<file path="src/rtl/nlc_pkg.sv">
package nlc_pkg;
  localparam int ST_W    = 3;
  localparam int S_IDLE  = 0;
  localparam int S_INNER = 1;
  localparam int S_OUTER = 2;

  typedef logic [ST_W-1:0] state_t;

  localparam state_t ST_RESET = state_t'(1) << S_IDLE;

  typedef struct packed {
    logic outer_en;
    logic inner_en;
    logic outer_clr;
    logic inner_clr;
    logic shift_a;
    logic shift_b;
    logic shift_lo;
    logic shift_hi;
    logic acc_clr;
    logic sel_sum;
  } strobe_t;
endpackage

</file>
<file path="src/rtl/nlc_loop_counter.sv">
module nlc_loop_counter #(
  parameter int LEN = 8
) (
  input  logic clk,
  input  logic arst_n,
  input  logic clr,
  input  logic en,
  output logic tc
);
  localparam int W = (LEN > 1) ? $clog2(LEN) : 1;
  localparam logic [W-1:0] LAST = W'(LEN - 1);

  logic [W-1:0] cnt;

  // clear has priority over enable; the counter wraps after its top value
  always_ff @(posedge clk or negedge arst_n) begin
    if (!arst_n)      cnt <= '0;
    else if (clr)     cnt <= '0;
    else if (en)      cnt <= (cnt == LAST) ? '0 : cnt + 1'b1;
  end

  assign tc = (cnt == LAST);

  a_r3_clear_wins: assert property (@(posedge clk) disable iff (!arst_n)
    clr |=> (cnt == '0));
  a_r3_step: assert property (@(posedge clk) disable iff (!arst_n)
    (en && !clr && cnt != LAST) |=> (cnt == $past(cnt) + 1'b1));
  a_r4_wrap: assert property (@(posedge clk) disable iff (!arst_n)
    (en && !clr && cnt == LAST) |=> (cnt == '0));
  a_r3_hold: assert property (@(posedge clk) disable iff (!arst_n)
    (!en && !clr) |=> $stable(cnt));
endmodule

</file>
<file path="src/rtl/nlc_seq_fsm.sv">
module nlc_seq_fsm
  import nlc_pkg::*;
(
  input  logic   clk,
  input  logic   arst_n,
  input  logic   start,
  input  logic   tc_inner,
  input  logic   tc_outer,
  output state_t state
);
  state_t nxt;

  always_comb begin
    nxt = '0;
    if (state[S_INNER]) begin
      if (tc_inner) nxt[S_OUTER] = 1'b1;
      else          nxt[S_INNER] = 1'b1;
    end else if (state[S_OUTER]) begin
      if (tc_outer) nxt[S_IDLE]  = 1'b1;
      else          nxt[S_INNER] = 1'b1;
    end else if (state[S_IDLE] && start) begin
      nxt[S_INNER] = 1'b1;
    end else begin
      nxt[S_IDLE] = 1'b1;
    end
  end

  always_ff @(posedge clk or negedge arst_n) begin
    if (!arst_n) state <= ST_RESET;
    else         state <= nxt;
  end

  a_r1_onehot: assert property (@(posedge clk) disable iff (!arst_n)
    $countones(state) == 1);
  a_r2_go: assert property (@(posedge clk) disable iff (!arst_n)
    (state[S_IDLE] && start) |=> state[S_INNER]);
  a_r2_wait: assert property (@(posedge clk) disable iff (!arst_n)
    (state[S_IDLE] && !start) |=> state[S_IDLE]);
  a_r3_exit: assert property (@(posedge clk) disable iff (!arst_n)
    (state[S_INNER] && tc_inner) |=> state[S_OUTER]);
  a_r3_stay: assert property (@(posedge clk) disable iff (!arst_n)
    (state[S_INNER] && !tc_inner) |=> state[S_INNER]);
  a_r4_again: assert property (@(posedge clk) disable iff (!arst_n)
    (state[S_OUTER] && !tc_outer) |=> state[S_INNER]);
  a_r4_done: assert property (@(posedge clk) disable iff (!arst_n)
    (state[S_OUTER] && tc_outer) |=> state[S_IDLE]);
endmodule

</file>
<file path="src/rtl/nlc_strobe_dec.sv">
module nlc_strobe_dec
  import nlc_pkg::*;
(
  input  state_t  state,
  output strobe_t strb
);
  always_comb begin
    strb           = '0;
    strb.outer_en  = state[S_OUTER];
    strb.inner_en  = state[S_INNER];
    strb.outer_clr = state[S_IDLE];
    strb.inner_clr = state[S_OUTER];
    strb.shift_a   = state[S_INNER];
    strb.shift_b   = state[S_OUTER];
    strb.shift_lo  = state[S_OUTER];
    strb.shift_hi  = state[S_INNER] | state[S_OUTER];
    strb.acc_clr   = state[S_OUTER];
    strb.sel_sum   = state[S_INNER];
  end
endmodule

</file>
<file path="src/rtl/nested_loop_ctrl.sv">
module nested_loop_ctrl
  import nlc_pkg::*;
#(
  parameter int N_LOOP = 8
) (
  input  logic clk,
  input  logic arst_n,
  input  logic start,
  output logic idle,
  output logic outer_en,
  output logic inner_en,
  output logic outer_clr,
  output logic inner_clr,
  output logic shift_a,
  output logic shift_b,
  output logic shift_lo,
  output logic shift_hi,
  output logic acc_clr,
  output logic sel_sum
);
  state_t  state;
  strobe_t strb;
  logic    tc_inner, tc_outer;

  nlc_seq_fsm u_fsm (
    .clk(clk), .arst_n(arst_n), .start(start),
    .tc_inner(tc_inner), .tc_outer(tc_outer), .state(state)
  );

  nlc_strobe_dec u_dec (.state(state), .strb(strb));

  nlc_loop_counter #(.LEN(N_LOOP)) u_inner_cnt (
    .clk(clk), .arst_n(arst_n), .clr(strb.inner_clr), .en(strb.inner_en), .tc(tc_inner)
  );

  nlc_loop_counter #(.LEN(N_LOOP)) u_outer_cnt (
    .clk(clk), .arst_n(arst_n), .clr(strb.outer_clr), .en(strb.outer_en), .tc(tc_outer)
  );

  assign idle      = state[S_IDLE];
  assign outer_en  = strb.outer_en;
  assign inner_en  = strb.inner_en;
  assign outer_clr = strb.outer_clr;
  assign inner_clr = strb.inner_clr;
  assign shift_a   = strb.shift_a;
  assign shift_b   = strb.shift_b;
  assign shift_lo  = strb.shift_lo;
  assign shift_hi  = strb.shift_hi;
  assign acc_clr   = strb.acc_clr;
  assign sel_sum   = strb.sel_sum;

  // exactly one of rest, inner or outer is signalled at the pins
  a_r6_one_phase: assert property (@(posedge clk) disable iff (!arst_n)
    $countones({idle, inner_en, outer_en}) == 1);
  // an outer cycle never lasts two cycles
  a_r4_single_outer: assert property (@(posedge clk) disable iff (!arst_n)
    outer_en |=> !outer_en);
  // a job always leaves rest through the inner state
  a_r5_leave_inner: assert property (@(posedge clk) disable iff (!arst_n)
    (idle && start) |=> (inner_en && !idle));
endmodule

</file>
<file path="config.mk">
export PLATFORM = sky130hd
export DESIGN_NAME = nested_loop_ctrl
export DESIGN_NICKNAME = d
export VERILOG_FILES = /design/src/rtl/nlc_pkg.sv /design/src/rtl/nlc_loop_counter.sv /design/src/rtl/nlc_seq_fsm.sv /design/src/rtl/nlc_strobe_dec.sv /design/src/rtl/nested_loop_ctrl.sv
export SDC_FILE = /design/constraint.sdc
export NUM_CORES = 1
export LEC_CHECK = 0
export BUFFER_PORTS_ARGS = -buffer_cell sky130_fd_sc_hd__clkbuf_2
export CORE_AREA = 8 8 45 47
export CTS_CLUSTER_DIAMETER = 150
export DETAILED_ROUTE_END_ITERATION = 8
export DIE_AREA = 0 0 53 55
export SYNTH_ARGS = -nofsm -noshare
export SYNTH_HDL_FRONTEND = slang
export SYNTH_HIERARCHICAL = 1
export SYNTH_SLANG_ARGS = --single-unit
</file>
<file path="constraint.sdc">
create_clock -name clk -period 2.5 [get_ports clk]
set_clock_uncertainty 0.05 [all_clocks]
set_input_delay 0.5 -clock clk [delete_from_list [all_inputs] [get_ports clk]]
set_output_delay 0.5 -clock clk [all_outputs]
set_load 0.01 [all_outputs]
</file>
---- After elaboration in Yosys (flattened, before gate mapping) ----
Cells that the tools add are included.
operators by class
  add/subtract/negate cells ............... 2
  $mul .................................... 0
  div/mod/pow operators ................... 0
  order comparisons ....................... 0
  eq/ne operators ......................... 2
  shifts and indexed selects .............. 0
  multiplexer cells ....................... 16
  bitwise logic cells ..................... 1
  reductions and logical operators ........ 3
operators by type and width
  operator             count
  $mux 3               6
  $mux 1               9
  $add 3x1->3 const B  2
  $eq 3x3->1 const B   2
  $reduce_bool 2->1    2
  $mux 2               1
  $logic_and 1x1->1    1
  $or 1x1->1           1
storage, ports and cells
  flip-flop bits (word level) ............. 9
  bits in latches ......................... 0
  bits in writable memories ............... 0
  ROM bits ................................ 0
  input bits .............................. 3
  output and inout bits ................... 11
  logic and storage cells ................. 27
  memories kept ........................... 0

---- Logic depth before layout (Yosys ltp) ----
Gate-level depths: netlist of run 1.
  depth in word-level cells ............... 4
  gate-level depth with buffers ........... 4
  gate-level depth less buffers ........... 4

---- Cells and area by module ----
The synthesis of run 1 kept the hierarchy.
modules (own cells, without submodules)
  module                          times used  cells each  area an instance (µm²)  seq. area each (µm²)
  nlc_loop_counter (u_inner_cnt)  1           13          155.1                   75.1
  nlc_loop_counter (u_outer_cnt)  1           12          151.4                   75.1
  nlc_seq_fsm                     1           9           115.1                   76.3
  nlc_strobe_dec                  1           10          73.8                    0.0

---- Worst setup path after synthesis of run 1 ----
Ideal clock, no wire load.
  path type ............................... reg-to-reg
  from .................................... register u_inner_cnt.cnt[0]
  to ...................................... register u_inner_cnt.cnt[0]
  setup time .............................. 73 ps
  arrival ................................. 1236 ps
  required time ........................... 2377 ps
  slack ................................... 1141 ps
  stages on the path, launching flop included .. 5
  path buffers ............................ 0
  clock period less this slack ............ 1359 ps
  path through ............................ dfrtp_1 > ha_1 > ha_1 > or3b_1 > a21oi_2
on the way
  word-level cells in the longest chain between the ends .. 4
  elaborated cells between the ends (all ways) .. 5
  those cells by class .................... 1 x add/sub; 1 x eq/ne; 3 x mux
ends and longest elaborated chain
  element                   RTL line                RTL
  start: declaration        nlc_loop_counter.sv:13  logic [W-1:0] cnt;
  start signal: assignment  nlc_loop_counter.sv:19  else if (en) cnt <= (cnt == LAST) ? '0 : cnt + 1'b1;
  $eq 3x3->1                --
  net tc_inner              nested_loop_ctrl.sv:23  logic tc_inner, tc_outer;
  $mux 3 (2 in a row)       nlc_loop_counter.sv:19
  $mux 3                    nlc_loop_counter.sv:18  else if (clr) cnt <= '0;
The timed path passes the listed nets, and every way through them passes these cells. The select of a mux whose other input is x is not followed.
A chain may end at the register's enable or synchronous reset.

---- Final worst setup path of run 1 ----
  from .................................... register u_fsm.state[2]
  to ...................................... output shift_hi
on the way
  word-level cells in the longest chain between the ends .. 1
ends and longest elaborated chain
  element                   RTL line                RTL
  start: declaration        nlc_seq_fsm.sv:9        output state_t state
  start signal: assignment  nlc_seq_fsm.sv:30       else state <= nxt;
  $or 1x1->1                nlc_strobe_dec.sv:16    strb.shift_hi = state[S_INNER] | state[S_OUTER];
  end: declaration          nested_loop_ctrl.sv:17  output logic shift_hi,
No other way between the ends.

==> flow_summary.json, run 1 <==
{
  "synth_cell_type_count": 17,
  "crit_path_top_delay_cell": "dfrtp_1",
  "grt.total_usage_pct": 6.49,
  "syn_to_final_growth_pct": 9.09,
  "drt_iter0_markers": 1,
  "cp.arrival_ps": 1220,
  "min_path_type": "in -> async",
  "htreeDepth": 1,
  "ys_top_cells_by_count": "9 x buf_4, 8 x dfrtp_1, 5 x nor2_1",
  "setup_viol_count_final": 0,
  "io_buffers": 13,
  "numCtsBuffers": 3,
  "whs_ps": 33.7,
  "tritoncts": "done",
  "maxSlewHeadroom_pct": 69.6,
  "synth_top_area_cell": "dfrtp_1",
  "clk-insertion-delay-late_ps": 260,
  "finalSetupTns_ps": 0,
  "power.leakage_uw": 0.000291,
  "core_area_sq_mm": 0.00138,
  "cts_setup_buffers": 0,
  "avgSynthCellArea_sq_um": 11.3,
  "via_count": 303,
  "nNetsFinal": 60,
  "crit_path_end_kind": "output pin",
  "drv_slew": 0,
  "die_h_um": 55,
  "fp.dieW_um": 53,
  "fin_crit_ps": 1770,
  "avgRoutedWirePerCell_um": 12.4,
  "die_area_sq_mm": 0.00292,
  "cts-root-buf": "clkbuf_4",
  "finalWirelength_um": 843,
  "maxCapViolCount": 0,
  "dp.cells": 64,
  "clk_pin_slew_ps": 60,
  "clockBufferDepth": 2,
  "first_pass_iters": 2,
  "ir_drop_v": 0.000490,
  "ant_nets": 0,
  "synthTopCellsByArea": "dfrtp_1 40%, buf_4 14%, ha_1 10%, mux2i_1 6.1%, dfstp_2 5.3%",
  "required_ps": 1950,
  "hold_viol": 0,
  "max_freq_ghz": 0.566,
  "io_pins": 14,
  "critPathKind": "reg -> out",
  "initial_core_util_pct": 35.8,
  "ys_ff_latch": 9,
  "grt_max_degree": 17,
  "worstSetupStartpointType": "flop",
  "post-place-ws_ps": 1010,
  "synthCells": 44,
  "yosysMostFrequentCell": "buf_4",
  "avgViaCountPerCell": 4.46,
  "drc_errors": 0,
  "finalWeightedCongestion": 0.619,
  "path_cells": "or2_1 -> clkbuf_2",
  "utilization_pct": 39.1,
  "overflow": 0,
  "powerDensity_mw_per_mm2": 1160,
  "fin_ws_ps": 734,
  "cts_hold_buf": 0,
  "num_antenna_cells": 0,
  "syn_area_sq_um": 495,
  "row_count": 14,
  "grt_pass1_wl_um": 1290,
  "synthFlopType": "dfrtp_1",
  "synth_top_cell_area_share_pct": 40.4,
  "ys_warn_count": 6,
  "post_cts_resized": 0,
  "synth_edf_count": 0,
  "outcome": "completed",
  "final_cells": 68,
  "antenna_found_initial": 0,
  "period_share_pct": 70.6,
  "synthArstFlopShare_pct": 100,
  "drive_gt1_share_pct": 40.4,
  "synth_seq_area_share_pct": 45.7,
  "grt_pass1_vias": 301,
  "worstMarginPinSlew_ps": 456,
  "rsz0062_at_grt": "false",
  "synth_nets": 51,
  "cts_num_sinks": 9,
  "critPathMaxFanout": 16,
  "max_stage_delay_ps": 540
}
## cells by family (layout without fill, tap and decap cells)
kind of cell | Yosys count | after routing | synth area share [%]
AOI/OAI and AO/OA | 4 | 4 | 7.32
muxes | 3 | 3 | 6.06
adders and majority gates | 4 | 4 | 10.1
and+or+nand+nor | 14 | 14 | 16.4
DFF | 9 | 9 | 45.7
buffers and inverters | 10 | 18 | 14.4
## metrics by stage
step / cell area, sq um / power (uW)
2_1_floorplan: 495 / 486
3_3_place_gp: 513 / 518
3_5_place_dp: 513 / 526
4_1_cts: 541 / 641
5_1_grt: 541 / 684
6_report: 541 / 625
## placed cells by master, fill, tap and decap left out
cell type	count
and3b_1	1
nor3_1	1
a21oi_2	2
mux2i_1	3
nand2_1	1
inv_1	1
clkbuf_4	3
nor2_1	5
nor2b_2	1
nand2b_1	2
o31a_1	1
clkbuf_2	13
or3b_1	2
or2_1	1
clkinv_2	1
dfstp_2	1
dfrtp_1	8
ha_1	4
a32o_1	1
## final cells by class
class	count	area, sq um
Fill cell	144	843
Sequential cell	9	226
Multi-Input combinational cell	25	198
Timing Repair Buffer	13	65.1
Clock buffer	3	22.5
Tap cell	16	20.0
Clock inverter	1	5.00
Inverter	1	3.75
## final timing paths
check                      cells past startpoint                        endpoint                           start  slack, ps
min in group clk                               1  u_inner_cnt/cnt[1]$_DFFE_PN0P_  u_inner_cnt/cnt[1]$_DFFE_PN0P_        450
hold / removal                                 1  u_inner_cnt/cnt[1]$_DFFE_PN0P_                          arst_n         30
hold reg to reg                                1  u_inner_cnt/cnt[1]$_DFFE_PN0P_  u_inner_cnt/cnt[1]$_DFFE_PN0P_        450
max in group asynchronous                      1        u_fsm/state[0]$_DFF_PN1_                          arst_n       2120
setup / recovery                               2                        shift_hi        u_fsm/state[2]$_DFF_PN0_        730
setup reg to reg                               4  u_inner_cnt/cnt[0]$_DFFE_PN0P_  u_inner_cnt/cnt[0]$_DFFE_PN0P_       1060
## report_power, final
group | switching, uW | internal [uW] | total (uW) | leakage [uW]
combinational | 114 | 127 | 241 | 0.000161
clock | 50.9 | 58.9 | 110 | 0.0000177
sequential | 69.3 | 205 | 275 | 0.000112
## per-layer routing
metal | wire, um | GRT usage, % | vias to the layer above
li1 | - | - | 157
met3 | 73 | 0.802 | 2
met4 | 27 | 9.05 | 0
met5 | 0 | 0 | -
met1 | 394 | 6.98 | 134
met2 | 347 | 9.57 | 10
## worst max-delay path, delay by kind of cell (launching register included)
family / cells / cell delay (ps)
buffers and inverters: 1 / 130
DFF: 1 / 540
and+or+nand+nor: 1 / 290
## sequential cells by signal (all words and copies together) (netlist names)
name / count
u_fsm/state: 3
u_outer_cnt/cnt: 3
u_inner_cnt/cnt: 3
No activity file was read; power rests on OpenSTA's default activity.
==> run 2: changes to the inputs <==
--- a/config.mk
+++ b/config.mk
@@ -5,6 +5,7 @@
 export SDC_FILE = /design/constraint.sdc
 export NUM_CORES = 1
 export LEC_CHECK = 0
+export ABC_AREA = 1
 export BUFFER_PORTS_ARGS = -buffer_cell sky130_fd_sc_hd__clkbuf_2
 export CORE_AREA = 8 8 45 47
 export CTS_CLUSTER_DIAMETER = 150
==> constraint.sdc (replaced) <==
create_clock -name clk -period 1.5 [get_ports clk]
set_clock_uncertainty 0.05 [all_clocks]
set_input_delay 0.3 -clock clk [delete_from_list [all_inputs] [get_ports clk]]
set_output_delay 0.3 -clock clk [all_outputs]
set_load 0.01 [all_outputs]
==> flow_summary.json, run 2 <==
{
  "outcome": "completed",
  "p_int_uw": 659,
  "synthCells": 59,
  "row_count": 14,
  "path_cells": "buf_4 -> clkbuf_2",
  "overflow": 0,
  "setup_viol_count_final": 0,
  "syn_area_sq_um": 509,
  "ant_nets": 0,
  "synth_top_area_cell": "dfrtp_1",
  "synth_edf_count": 0,
  "worstSetupStartpointType": "flop",
  "worstMarginPinSlew_ps": 222,
  "ys_warn_count": 6,
  "avgSynthCellArea_sq_um": 8.63,
  "avgRoutedWirePerCell_um": 10.8,
  "p_seq_share_pct": 39.6,
  "avgViaCountPerCell": 4.33,
  "drt_iter0_markers": 7,
  "cp_top_family": "flip-flops",
  "nNetsFinal": 80,
  "drv_slew": 0,
  "min_path_type": "in -> reg",
  "p_clk_share_pct": 16.8,
  "ys_top_cells_by_count": "17 x nand2_1, 9 x buf_4, 8 x dfrtp_1",
  "hold_viol": 0,
  "utilization_pct": 43.9,
  "clk_pin_slew_ps": 60,
  "dpl_cell_area_sq_um": 527,
  "drc_errors": 0,
  "grt_max_degree": 16,
  "finalSetupTns_ps": 0,
  "mostFrequentLayoutCells": "17 x nand2_1, 13 x clkbuf_2, 7 x inv_1",
  "path_depth": 2,
  "yosysMostFrequentCell": "nand2_1",
  "top_regs": "u_fsm/state: 3 flops, u_inner_cnt/cnt: 3 flops, u_outer_cnt/cnt: 3 flops",
  "powerDensity_mw_per_mm2": 1790,
  "fin_ws_ps": 161,
  "via_count": 381,
  "grt.total_usage_pct": 6.94,
  "maxSlewHeadroom_pct": 85.2,
  "synthArstFlopShare_pct": 100,
  "synthFlopType": "dfrtp_1",
  "switching_power_uw": 431,
  "max_freq_ghz": 0.747,
  "required_ps": 1150,
  "cts-root-buf": "clkbuf_4",
  "finalWirelength_um": 953,
  "synth_cell_type_count": 10,
  "io_buffers": 13,
  "holdPathStages": 4,
  "ir_drop_v": 0.000961,
  "io_pins": 14,
  "synth_seq_area_share_pct": 44.5,
  "critPathKind": "reg -> out",
  "ys_ff_latch": 9,
  "tritoncts": "done",
  "drive_gt1_share_pct": 41.7,
  "antenna_found_initial": 0,
  "grt_pass1_vias": 326,
  "power_frac_comb_pct": 43.6,
  "swShare_pct": 39.6,
  "core_area_sq_mm": 0.00138,
  "path_buf_inv": 2,
  "cp.arrival_ps": 990,
  "grt_pass1_wl_um": 1430,
  "period_share_pct": 89.2,
  "synth_top_cell_area_share_pct": 39.3,
  "fp.dieW_um": 53,
  "final_area_sq_um": 608,
  "numCtsBuffers": 3,
  "reg2reg_depth": 7,
  "crit_path_end_kind": "output pin",
  "crit_path_top_delay_cell": "dfrtp_2",
  "htreeDepth": 1,
  "post-place-ws_ps": 214,
  "fin_crit_ps": 1340,
  "power.leakage_uw": 0.000353,
  "synth_nets": 66,
  "final_cells": 88,
  "clockBufferDepth": 2,
  "syn_to_final_growth_pct": 19.4,
  "hpwlAfterDp_um": 681,
  "die_area_sq_mm": 0.00292,
  "initial_core_util_pct": 36.8,
  "num_antenna_cells": 0,
  "die_h_um": 55,
  "critPathMaxFanout": 6,
  "max_stage_delay_ps": 450,
  "rsz0062_at_grt": "false",
  "clk-insertion-delay-late_ps": 260,
  "finalWeightedCongestion": 0.752,
  "dp.cells": 79,
  "layout_commonest_cell": "nand2_1",
  "maxCapViolCount": 0,
  "cts_num_sinks": 9,
  "first_pass_iters": 4,
  "synthTopCellsByArea": "dfrtp_1 39%, buf_4 13%, nand2_1 13%, ha_1 9.8%, nor2_2 7.4%"
}
## run 2: cell count changes after synthesis, sizes merged, moves of 3 or more
cell   change
nand2     +16
nand3      +5
mux2i      -3
inv        +6
## run 2: per-stage QoR
step | hold slack [ps] | total power, uW
2_1_floorplan | -45.6 | 800
3_3_place_gp | 119 | 856
3_5_place_dp | 116 | 865
4_1_cts | 273 | 1060
5_1_grt | 298 | 1180
6_report | 276 | 1090
## run 2: layer usage
metal  share of wire [%]  vias up  GRT usage (%)
met5                   0        -              0
met3                  11        2           2.94
li1                    -      196              -
met1                  46      170           8.24
met2                  42       13           9.18
met4                0.94        0           6.47
## run 2: logic make-up after synthesis
group,after synthesis,share of synthesized area [%]
AND/OR/NAND/NOR,29,25.6
buffers and inverters,16,18.4
flip-flops,9,44.5
adder cells (fa/ha/maj),4,9.83
AO/OA/AOI/OAI,1,1.72
## run 2: final cells by class
cell class	instances	area [sq um]
Tap cell	16	20.0
Timing Repair Buffer	18	118
Inverter	7	26.3
Multi-Input combinational cell	34	189
Fill cell	148	776
Clock buffer	4	26.3
Sequential cell	9	229
## run 2: timing repair
item | in CTS | in global routing
resized for setup | 1 | 1
setup buffers | 0 | 4
setup endpoints to repair | 6 | 1
hold buffers | 1 | 0
hold endpoints to repair | 8 | 0
## run 2: worst paths after layout
kind,slack (ps),endpoint,from
setup / recovery,160,shift_lo,u_fsm/state[2]$_DFF_PN0_
hold / removal,280,u_fsm/state[0]$_DFF_PN1_,start
setup reg to reg,320,u_fsm/state[1]$_DFF_PN0_,u_outer_cnt/cnt[0]$_DFFE_PN0P_
hold reg to reg,430,u_outer_cnt/cnt[1]$_DFFE_PN0P_,u_outer_cnt/cnt[1]$_DFFE_PN0P_
max in group asynchronous,770,u_fsm/state[0]$_DFF_PN1_,arst_n
min in group asynchronous,370,u_fsm/state[1]$_DFF_PN0_,arst_n
## run 2: power groups by stage
stage,Combinational (uW),Clock [uW],Sequential [uW]
finish,476,183,432
CTS,424,195,445
global placement,412,0,444
global route,534,202,448
detailed placement,419,0,446
floorplan,396,0,404
## run 2: worst min-delay path, delay by kind of cell
kind          cells  cell delay, ps
simple gates      3             200
buf+inv           1              70
